## src/rtl/rsc_fail_capture.sv

```systemverilog
module rsc_fail_capture #(
  parameter int unsigned DATA_W = 32,
  parameter int unsigned CNT_W  = 48,
  parameter int unsigned LANE_W = 8,
  localparam int unsigned LANES = DATA_W / LANE_W
) (
  input  logic              clk_i,
  input  logic              rst_ni,
  input  logic              start_i,
  input  logic              valid_i,
  input  logic              verify_en_i,
  input  logic [LANES-1:0]  be_i,
  input  logic [DATA_W-1:0] data_i,
  input  logic [DATA_W-1:0] exp_i,
  input  logic [CNT_W-1:0]  pos_i,
  output logic              fail_o,
  output logic [CNT_W-1:0]  pos_o,
  output logic [DATA_W-1:0] exp_o,
  output logic [DATA_W-1:0] act_o
);
  logic [DATA_W-1:0] lane_mask;
  logic              mismatch;
  logic              fail_q;
  logic [CNT_W-1:0]  pos_q;
  logic [DATA_W-1:0] exp_q;
  logic [DATA_W-1:0] act_q;

  for (genvar g = 0; g < LANES; g++) begin : g_lane
    assign lane_mask[g*LANE_W +: LANE_W] = {LANE_W{be_i[g]}};
  end

  assign mismatch = valid_i && verify_en_i && (((data_i ^ exp_i) & lane_mask) != '0);

  always_ff @(posedge clk_i or negedge rst_ni) begin
    if (!rst_ni) begin
      fail_q <= 1'b0;
      pos_q  <= '0;
      exp_q  <= '0;
      act_q  <= '0;
    end else if (start_i) begin
      fail_q <= 1'b0;
      pos_q  <= '0;
      exp_q  <= '0;
      act_q  <= '0;
    end else if (valid_i) begin
      // record tracks every word until the first failure, then freezes
      if (!fail_q) begin
        pos_q <= pos_i;
        exp_q <= exp_i;
        act_q <= data_i;
      end
      if (mismatch) fail_q <= 1'b1;
    end
  end

  assign fail_o = fail_q;
  assign pos_o  = pos_q;
  assign exp_o  = exp_q;
  assign act_o  = act_q;
endmodule

```

## config.mk

```make
export PLATFORM = sky130hd
export DESIGN_NAME = rsc_fail_capture
export DESIGN_NICKNAME = d
export VERILOG_FILES = /design/src/rtl/rsc_fail_capture.sv
export SDC_FILE = /design/constraint.sdc
export NUM_CORES = 1
export LEC_CHECK = 0
export BUFFER_PORTS_ARGS = -buffer_cell sky130_fd_sc_hd__buf_2
export CORE_MARGIN = 2
export CORE_UTILIZATION = 27
export CTS_CLUSTER_SIZE = 40
export DETAILED_ROUTE_END_ITERATION = 6
export GPL_ROUTABILITY_DRIVEN = 0
export PLACE_DENSITY = 0.57
export SLEW_MARGIN = 10
export SYNTH_ARGS = -nofsm -noshare
export SYNTH_HDL_FRONTEND = slang
export SYNTH_SLANG_ARGS = --single-unit
```

## constraint.sdc

```tcl
create_clock -name clk_i -period 2 [get_ports clk_i]
set_input_delay 0.2 -clock clk_i [delete_from_list [all_inputs] [get_ports clk_i]]
set_output_delay 0.2 -clock clk_i [all_outputs]
set_load 0.05 [all_outputs]
```

* Yosys cells after proc, flatten, opt, wreduce, memory -nomap -nowiden
Index checks and enable logic that the tools add are counted.
** Cells by class
- Equality and inequality tests :: 1
- Mux-type cells :: 12
- Bitwise operators :: 2
- Reduce and logical (&&, ||, !) cells :: 7
** Operator list (count)
- 32-bit two-way mux :: 6
- 48-bit two-way mux :: 3
- 32-bit bitwise AND :: 1
- 32-bit nonzero test :: 1
- 32-bit bitwise XOR :: 1
- 2-bit AND reduction :: 2
- 2-bit nonzero test :: 2
- 1-bit two-way mux :: 3
- 1-bit logical AND :: 2
- 2-bit != test (second input constant) :: 1
** Word-level totals
- Bits in registers :: 113
- Bits of input ports :: 121
- Output and inout bits :: 113
- Logic and storage cells :: 26

* Logic depth before layout (Yosys ltp)
Gate-level depths: netlist of run 1.
- Word-level depth :: 7
- Gate-level depth with buffers :: 5
- Mapped depth without buffers :: 5

* Worst setup path before layout of run 1
No wires, ideal clock.
- Path type :: flip-flop to flip-flop
- Start :: register fail_q (netlist: fail_o)
- End :: register act_q[13] (netlist: act_o[13])
- Data arrival time :: 1.460 ns
- Setup slack :: 0.473 ns
- Stages on the path, launching flop included :: 6
- Clock period less this slack :: 1.527 ns
- Cells stage by stage :: dfrtp_1 inv_1 a21oi_2 buf_2 buf_2 a22o_1
** Between the ends
- Longest elaborated chain between the ends :: 2
** RTL lines
- from (decl) :: RTL line 23 : logic fail_q;
- from (signal assigned) :: RTL line 36 : fail_q <= 1'b0;
- from (signal assigned) :: RTL line 41 : fail_q <= 1'b0;
- from (signal assigned) :: RTL line 52 : if (mismatch) fail_q <= 1'b1;
- 2-bit != test (no source line)
- 2-bit AND reduction (no source line)
- to (signal assigned) :: RTL line 50 : act_q <= data_i;
- to (decl) :: RTL line 26 : logic [DATA_W-1:0] act_q;
Every way passes these cells.
A chain may end at the register's enable or synchronous reset.

* Worst setup path after layout of run 1
- Start :: register fail_q (netlist: fail_o)
- End :: register pos_q[26] (netlist: pos_o[26])
** Between the ends
- Longest elaborated chain between the ends :: 2
** RTL lines
- 2-bit != test (no source line)
- 2-bit AND reduction (no source line)
- to (signal assigned) :: RTL line 48 : pos_q <= pos_i;
- to (decl) :: RTL line 24 : logic [CNT_W-1:0] pos_q;
Every way passes these cells.

==> results of run 1 <==
worst paths after layout:
path / endpoint / depth (start not counted) / slack, ns
min: pos_o[29]$_DFFE_PN0P_ / 2 / 0.01
max in group asynchronous: exp_o[1]$_DFFE_PN0P_ / 3 / 1.13
max: pos_o[26]$_DFFE_PN0P_ / 4 / 0.48
min reg2reg: exp_o[26]$_DFFE_PN0P_ / 1 / 0.50
min in group asynchronous: act_o[16]$_DFFE_PN0P_ / 3 / 0.41
max reg2reg: pos_o[26]$_DFFE_PN0P_ / 4 / 0.48
per-stage QoR:
stage | total power [mW] | utilization
after CTS | 6.86 | 0.417
after global placement | 3.78 | 0.363
after global routing | 7.06 | 0.417
after detailed placement | 3.79 | 0.363
final | 6.75 | 0.417
after floorplan | 3.35 | -
layout by cell type (no fill, tap or decap), drive strengths merged:
| cell type | Yosys | final |
|---|---|---|
| clkinvlp | 0 | 3 |
| nor3b | 1 | 1 |
| clkbuf | 2 | 23 |
| and4 | 1 | 1 |
| dfrtp | 113 | 113 |
| a21oi | 1 | 1 |
| buf | 22 | 236 |
| xnor2 | 32 | 32 |
| bufinv | 0 | 2 |
| dlygate4sd3 | 0 | 28 |
| nand4 | 8 | 8 |
| inv | 1 | 1 |
| o21ai | 4 | 4 |
| a22o | 112 | 112 |
| o22ai | 1 | 1 |
| nand3b | 1 | 1 |
| clkinv | 0 | 4 |
sequential cells by signal, indices dropped and copies added (netlist names):
signal / cells
act_o: 32
fail_o: 1
pos_o: 48
exp_o: 32
final cells by class:
cell class | instances | area [um^2]
Clock buffer | 23 | 478
Clock inverter | 9 | 106
Fill cell | 1534 | 9190
Inverter | 1 | 3.75
Multi-Input combinational cell | 161 | 1390
Sequential cell | 113 | 2830
Tap cell | 216 | 270
Timing Repair Buffer | 264 | 1510
what timing repair did:
action / 4_1_cts / 5_1_grt
buffers inserted: 0 / 0
hold endpoints to repair: 140 / 0
hold buffers: 28 / 0
worst max-delay path: stages, from the launching register on:
cell	delay [ns]
dfrtp_1	0.41
inv_1	0.11
a21oi_4	0.17
buf_12	0.37
a22o_1	0.24
power groups by stage:
stage                     clock (mW)  combinational [mW]  sequential, mW
after floorplan                    0               0.278            3.07
after global placement             0                1.23            2.55
after detailed placement           0                1.24            2.55
after CTS                       3.06                1.28            2.52
after global routing            3.18                1.35            2.53
final                           2.96                1.27            2.52
per-layer routing:
| layer | wire length (um) | share of wire |
|---|---|---|
| met5 | 0 | 0 |
| met4 | 230 | 0.018 |
| met3 | 842 | 0.067 |
| met2 | 5990 | 0.48 |
| met1 | 5460 | 0.44 |
cells by family (layout without fill, tap and decap cells):
| group | after synthesis | after routing | share of synthesized area |
|---|---|---|---|
| AO/OA/AOI/OAI | 118 | 118 | 0.235 |
| flip-flops | 113 | 113 | 0.654 |
| XOR/XNOR | 32 | 32 | 0.0648 |
| buffers and inverters | 25 | 297 | 0.0281 |
| AND/OR/NAND/NOR | 11 | 11 | 0.0182 |
==> flow_summary.json, run 1 <==
{
  "outcome": "completed",
  "yosysMostFrequentCell": "dfrtp_1",
  "synth_edf_count": 0,
  "grt_use_met3": 0.0546,
  "path_clk_slew_ns": 0.05,
  "cap_violations": 0,
  "worst_pin_slew_ns": 0.600,
  "setup_slack_ns": 0.479,
  "crit_path_start_kind": "flip-flop",
  "switching_share": 0.296,
  "synth_cells": 299,
  "synth_top_cells_by_count": "dfrtp_1 (113), a22o_1 (112), xnor2_1 (32)",
  "drive_gt1_frac": 0.468,
  "setup_viol": 0,
  "layout.nets": 679,
  "firstDrtPassIters": 5,
  "hold_class": "input pin to flip-flop",
  "io_buffers": 233,
  "wirelength_um": 12500,
  "avgRoutedWirePerCell_um": 15.9,
  "cts_resized": 0,
  "start_util": 0.274,
  "synth_area_leaders": "dfrtp_1 (65%), a22o_1 (23%), xnor2_1 (6.5%)",
  "yosysWarnings": 0,
  "antenna_cells": 0,
  "cp-startpoint": "fail_o$_DFFE_PN0P_",
  "syn_to_final_growth_pct": 52.3,
  "synthArstFlopShare": 1.00,
  "coreArea_um2": 15800,
  "top_usage_layer": "met2",
  "vdd_drop_max_uv": 539,
  "intPower_mw": 4.75,
  "ys_ff_latch": 113,
  "crit_required_ns": 2.35,
  "crit_fanout": 112,
  "rsz0062_at_grt": "no",
  "yosysUniqueCellTypes": 13,
  "synth.avg_cell_area_um2": 14.5,
  "yosysSeqAreaShare": 0.654,
  "max-slew-margin-rel": 0.600,
  "die-area_um2": 17000,
  "antenna_found_initial": 0,
  "place_area_um2": 5720,
  "grt_pass1_wl_um": 18800,
  "hold_viol": 0,
  "crit_path_end_kind": "flip-flop",
  "clockBufferDepth": 2,
  "drc": 0,
  "numCtsBuffers": 17,
  "synth_top_area_cell": "dfrtp_1",
  "netlist_area_um2": 4320,
  "io_pins": 234,
  "min_from": "pos_i[29]",
  "p_leak_nw": 3.50,
  "grt_pass1_vias": 3595,
  "pre_cts_ws_ns": 0.483,
  "synth_top_area_frac": 0.654,
  "regToRegStartpoint": "fail_o$_DFFE_PN0P_",
  "clock_latency_ns": 0.41,
  "p_sw_mw": 2.00,
  "crit_type": "flip-flop to flip-flop",
  "design_area_um2": 6580,
  "root_buffer": "clkbuf_16",
  "worst_hold_slack_ns": 0.0149,
  "fin_crit_ns": 1.52,
  "viasPerCell": 4.57,
  "gr-usage-met1": 0.184,
  "cts_tree": "done",
  "period_share": 0.761,
  "grt_max_degree": 114,
  "power_density_nw_per_um2": 1020,
  "die_x_um": 131,
  "vias": 3599,
  "grtUsageMet2": 0.222,
  "instances_no_fill": 787,
  "worstPathArrival_ns": 1.87,
  "clock.fmax_mhz": 657,
  "drt_iter0_markers": 115,
  "rows": 46,
  "placedCellCount": 727,
  "combPwrFrac": 0.188,
  "slew_violations": 0,
  "clock-sinks": 113,
  "syn_nets": 420,
  "track_usage": 0.144,
  "p_seq_frac": 0.373,
  "grt.overflow.total": 0,
  "worst_clock_skew_ns": 0.00484,
  "die_h_um": 131,
  "synth_ff_type": "dfrtp_1",
  "power_frac_clock": 0.439,
  "fin_setup_tns_ns": 0,
  "cts_max_level": 4,
  "place_hpwl_um": 8230,
  "route.antenna.remaining_nets": 0
}
Power figures use the tool's default switching activity.
==> run 2, diff against run 1 <==
Settings changed: ABC_AREA set to 1.
Clock period 2 ns to 1.35 ns, I/O delays scaled along.
==> run 2 against run 1 <==
Against the previous run:
- synthesized area grew 18%
- via count up 38%
- worst setup slack lost 0.41 ns
- register-to-register slack got worse by 0.41 ns
- clock power is 57% higher
- clock-buffer cell count down 1
- total power up 60%
- routed wire length rose by 24%
- fmax is 19% higher
- global-route usage grew 0.96 points
- first-iteration DRC count up 61%
==> flow_summary.json, run 2 <==
{
  "track_usage": 0.154,
  "crit_path_end_kind": "flip-flop",
  "vias": 4968,
  "utilization": 0.422,
  "gr-usage-met1": 0.195,
  "io_buffers": 233,
  "yosysUniqueCellTypes": 15,
  "cts_max_level": 4,
  "crit_fanout": 17,
  "avgRoutedWirePerCell_um": 13.4,
  "outcome": "completed",
  "antenna_found_initial": 0,
  "final_common_cell": "buf_2",
  "worst_clock_skew_ns": 0.00554,
  "fin_crit_ns": 1.28,
  "grt_max_degree": 61,
  "root_buffer": "clkbuf_16",
  "rows": 50,
  "crit_required_ns": 1.61,
  "fin_total_pwr_mw": 10.8,
  "multi_input_area_um2": 1450,
  "worst_pin_slew_ns": 0.346,
  "crit_type": "flip-flop to flip-flop",
  "drt_iter0_markers": 185,
  "antenna_cells": 0,
  "synth_ff_type": "dfrtp_1",
  "hold_class": "input pin to flip-flop",
  "grt_use_met3": 0.0452,
  "numCtsBuffers": 17,
  "place_hpwl_um": 10500,
  "final-seq-area_um2": 2830,
  "viasPerCell": 4.29,
  "clockBufferDepth": 2,
  "path_clk_slew_ns": 0.06,
  "drive_gt1_frac": 0.318,
  "grt_pass1_vias": 4877,
  "crit_path_start_kind": "flip-flop",
  "netlist_area_um2": 5120,
  "period_share": 0.946,
  "worstPathArrival_ns": 1.54,
  "cap_violations": 0,
  "p_leak_nw": 4.33,
  "yosysSeqAreaShare": 0.552,
  "wirelength_um": 15500,
  "io_pins": 234,
  "synth_edf_count": 0,
  "synth_top_cells_by_count": "inv_1 (176), dfrtp_1 (113), nand2_1 (89)",
  "ys_ff_latch": 113,
  "die_h_um": 142,
  "top_usage_layer": "met2",
  "start_util": 0.275,
  "syn_to_final_growth_pct": 53.7,
  "slew_violations": 0,
  "grt_pass1_wl_um": 24300,
  "syn_nets": 739,
  "vdd_drop_max_uv": 738,
  "synth_cells": 618,
  "clock.fmax_mhz": 783,
  "yosysMostFrequentCell": "inv_1",
  "synth_area_leaders": "dfrtp_1 (55%), inv_1 (13%), nand3_1 (7.8%)",
  "cts_tree": "done",
  "grtUsageMet2": 0.251,
  "drc": 0,
  "die_x_um": 142,
  "clock_latency_ns": 0.40,
  "synth.avg_cell_area_um2": 8.28,
  "fillers": 1894,
  "max-slew-margin-rel": 0.769,
  "hold_viol": 0,
  "power_density_nw_per_um2": 1370,
  "synth_top_area_frac": 0.552,
  "most-common-layout-cells": "buf_2 (232), inv_1 (175), dfrtp_1 (112)",
  "coreArea_um2": 18600,
  "setup_viol": 0,
  "die-area_um2": 20100,
  "clock-sinks": 113,
  "firstDrtPassIters": 4,
  "yosysWarnings": 0,
  "route.antenna.remaining_nets": 0,
  "synthArstFlopShare": 1.00,
  "layout.nets": 1033,
  "grt.overflow.total": 0,
  "largest_register_ffs": 48,
  "synth_top_area_cell": "dfrtp_1"
}
-- run 2: cell count changes after synthesis, moves of 32 or more --
cell / before / now
nand2_1: 0 / 89
nand3_1: 0 / 80
xnor2_1: 32 / 0
o22ai_1: 1 / 64
inv_1: 1 / 176
a22o_1: 112 / 0
-- run 2: final cells by class --
class,count,share of cell area
Clock inverter,9,0.0164
Inverter,178,0.0849
Tap cell,234,0.0372
Multi-Input combinational cell,294,0.184
Timing Repair Buffer,308,0.257
Clock buffer,22,0.0615
Sequential cell,113,0.360
-- run 2: through the flow --
stage | hold WS [ns] | setup WS, ns | instance area [um^2] | std cells | TNS, ns
finish | 0.0226 | 0.0728 | 7870 | 1158 | 0
floorplan | -0.161 | 0.0764 | 5120 | 618 | 0
global placement | 0.172 | 0.0731 | 6660 | 1070 | 0
global route | 0.00233 | -0.00890 | 7870 | 1158 | -0.0160
detailed placement | 0.169 | 0.0627 | 6660 | 1070 | 0
CTS | 0.000834 | 0.0362 | 7780 | 1152 | 0
-- run 2: what timing repair did --
action,CTS,global route
hold buffers,51,0
endpoints found under the setup margin,0,17
endpoints found under the hold margin,163,0
resized for setup,0,3
buffers inserted,0,4
-- run 2: where the power goes --
part,internal (mW),switching (mW),leakage (nW)
sequential,3.64,0.132,1.49
clock,3.09,1.58,0.298
combinational,0.730,1.62,2.54
total,7.45,3.33,4.33
-- run 2: cells by family (layout without fill, tap and decap cells) --
logic type / count (synthesis) / in the layout / synth area share
flip-flops: 113 / 113 / 0.552
AO/OA/AOI/OAI: 113 / 113 / 0.128
buffers and inverters: 211 / 517 / 0.166
AND/OR/NAND/NOR: 181 / 181 / 0.153
-- run 2: path summary, 6_finish.rpt --
kind                                          to                  start  cells after the start  slack [ns]
setup / recovery           act_o[27]$_DFFE_PN0P_     fail_o$_DFFE_PN0P_                      5        0.07
hold / removal              exp_o[4]$_DFFE_PN0P_               exp_i[4]                      3        0.02
setup reg to reg           act_o[27]$_DFFE_PN0P_     fail_o$_DFFE_PN0P_                      5        0.07
hold reg to reg            pos_o[11]$_DFFE_PN0P_  pos_o[11]$_DFFE_PN0P_                      2        0.52
max in group asynchronous  pos_o[12]$_DFFE_PN0P_                 rst_ni                      3        0.76
min in group asynchronous  act_o[20]$_DFFE_PN0P_                 rst_ni                      3        0.27
-- run 2: critical path, cell delays in order (launching register included) --
cell	delay [ns]
dfrtp_2	0.44
o21ai_4	0.15
buf_4	0.17
clkbuf_16	0.16
buf_12	0.14
o22ai_1	0.08
-- run 2: layer usage --
| layer | routed length, um | share of wire |
|---|---|---|
| met1 | 7040 | 0.45 |
| met2 | 7370 | 0.47 |
| met3 | 870 | 0.056 |
| met4 | 261 | 0.017 |
| met5 | 0 | 0 |
==> run 3, diff against run 2 <==
Settings changed: CELL_PAD_IN_SITES_DETAIL_PLACEMENT set to 2, CELL_PAD_IN_SITES_GLOBAL_PLACEMENT set to 2, CORE_UTILIZATION 27 to 23, PLACE_DENSITY 0.57 to 0.8.
==> run 3 against run 2 <==
Against the previous run:
- sequential power barely moved
- highest routed layer unchanged
- routed wire length up 36%
- sequential share of layout area barely moved
- hold slack improved by 0.00084 ns
- first-iteration DRC count up 1.6%
- critical endpoint is now pos_o[25]$_DFFE_PN0P_
- clock skew grew 0.0012 ns
- critical path depth unchanged
- flip-flop and latch count unchanged
- global-route usage is 2.6 points higher
- via count grew 8.3%
- clock power is 1% lower
- combinational power is 3% higher
==> flow_summary.json, run 3 (same netlist as run 2, synthesis figures left out) <==
{
  "cap_violations": 0,
  "rsz0062_at_grt": "yes",
  "worst_pin_slew_ns": 0.343,
  "clock-sinks": 113,
  "crit_family": "flip-flops",
  "crit_path_start_kind": "flip-flop",
  "clockBufferDepth": 2,
  "drc": 0,
  "power_density_nw_per_um2": 1370,
  "path_clk_slew_ns": 0.06,
  "utilization": 0.361,
  "viasPerCell": 4.47,
  "firstDrtPassIters": 4,
  "crit_fanout": 28,
  "cts_tree": "done",
  "drt_iter0_markers": 188,
  "critPathBufInv": 2,
  "clock_latency_ns": 0.41,
  "start_util": 0.235,
  "fin_crit_ns": 1.27,
  "die_x_um": 153,
  "cp_num_cells": 5,
  "vdd_drop_max_uv": 718,
  "p_sw_mw": 3.58,
  "wl_met2_um": 10600,
  "fillers": 2496,
  "worstPathArrival_ns": 1.59,
  "switching_share": 0.331,
  "combPwrFrac": 0.225,
  "hold_class": "input pin to flip-flop",
  "grt_pass1_wl_um": 33300,
  "numCtsBuffers": 17,
  "setup_viol": 0,
  "coreArea_um2": 21800,
  "min_path_cells": 3,
  "io_pins": 234,
  "worst_clock_skew_ns": 0.00676,
  "grt.overflow.total": 0,
  "avgRoutedWirePerCell_um": 17.5,
  "instances_no_fill": 1204,
  "route.antenna.remaining_nets": 0,
  "drive_gt1_frac": 0.316,
  "hold_viol": 0,
  "io_buffers": 233,
  "track_usage": 0.179,
  "worst_hold_slack_ns": 0.0234,
  "final-seq-area_um2": 2830,
  "max-slew-margin-rel": 0.771,
  "grt_max_degree": 57,
  "crit_chain": "o21ai_4 > buf_4 > buf_12 > nand3_1 > o21ai_1",
  "multi_input_area_um2": 1450,
  "routed.top_layer": "met4",
  "cts_max_level": 4,
  "place_hpwl_um": 13900,
  "reg2reg_depth": 5,
  "clock.fmax_mhz": 785,
  "syn_to_final_growth_pct": 53.8,
  "most-common-layout-cells": "buf_2 (232), inv_1 (176), dfrtp_1 (112)",
  "layout.nets": 1029,
  "placedCellCount": 1115,
  "p_seq_frac": 0.350,
  "p_leak_nw": 4.29,
  "crit_path_end_kind": "flip-flop",
  "cpMaxStageDelayCell": "dfrtp_2",
  "die-area_um2": 23500,
  "final_common_cell": "buf_2",
  "power_frac_clock": 0.425,
  "root_buffer": "clkbuf_16",
  "grt_pass1_vias": 6130,
  "antenna_found_initial": 3,
  "wl_met3_um": 1180,
  "m1WireLength_um": 8670,
  "largest_register_ffs": 48,
  "outcome": "completed",
  "intPower_mw": 7.25,
  "vias": 5380,
  "slew_violations": 0,
  "crit_required_ns": 1.67,
  "rows": 54,
  "wirelength_um": 21100,
  "period_share": 0.943,
  "crit_path_max_incr_delay_ns": 0.43,
  "crit_type": "flip-flop to flip-flop",
  "die_h_um": 153
}
[run 3: cell types whose count changed in the layout (fill, tap and decap cells not counted), sizes merged]
| cell | before | now |
|---|---|---|
| clkbuf | 24 | 20 |
| clkinvlp | 2 | 5 |
| diode | 0 | 3 |
| buf | 255 | 253 |
| clkinv | 3 | 5 |
| dlygate4sd3 | 51 | 49 |
[run 3: worst min-delay path, cell delays in order]
cell	delay (ns)
buf_2	0.10
inv_1	0.06
o22ai_1	0.08
[run 3: path summary, 6_finish.rpt]
check | endpoint | from | slack, ns
hold reg to reg | pos_o[6]$_DFFE_PN0P_ | pos_o[6]$_DFFE_PN0P_ | 0.52
min in group asynchronous | act_o[5]$_DFFE_PN0P_ | rst_ni | 0.14
setup / recovery | pos_o[25]$_DFFE_PN0P_ | fail_o$_DFFE_PN0P_ | 0.08
setup reg to reg | pos_o[25]$_DFFE_PN0P_ | fail_o$_DFFE_PN0P_ | 0.08
hold / removal | exp_o[14]$_DFFE_PN0P_ | exp_i[14] | 0.02
max in group asynchronous | exp_o[30]$_DFFE_PN0P_ | rst_ni | 0.59
[run 3: timing repair]
action                     in CTS  in global routing
hold endpoints to repair      161                  0
gates resized for setup         0                  4
setup endpoints to repair       0                 62
buffers inserted                0                  3
hold buffers                   49                  0
[run 3: power by group through the flow]
stage	combinational [mW]	sequential, mW	clock [mW]
2_1_floorplan	0.578	4.69	0
3_3_place_gp	2.21	3.82	0
3_5_place_dp	2.26	3.84	0
4_1_cts	2.38	3.78	4.74
5_1_grt	2.62	3.82	4.90
6_report	2.43	3.79	4.61
[run 3: through the flow]
stage               TNS (ns)  setup WS (ns)  instance area, um^2  total power [mW]
finish                     0         0.0768                 7880              10.8
global route         -0.0589        -0.0143                 7870              11.3
CTS                        0       0.000994                 7780              10.9
detailed placement  -0.00176       -0.00176                 6700              6.10
global placement           0         0.0277                 6700              6.03
floorplan                  0         0.0764                 5120              5.27
[run 3: cell type report]
type	count	share of cell area
diodes	3	0.000953
clock buffers	18	0.0545
clock inverters	14	0.0210
inverters	178	0.0848
multi-input cells	294	0.184
flip-flops and latches	113	0.359
well taps	280	0.0445
repair buffers	304	0.251
[run 3: routing by layer]
layer / GRT usage / vias up
met1: 0.208 / 2650
met4: 0.0714 / 0
li1: - / 2510
met3: 0.0499 / 48
met2: 0.313 / 172
met5: 0 / -
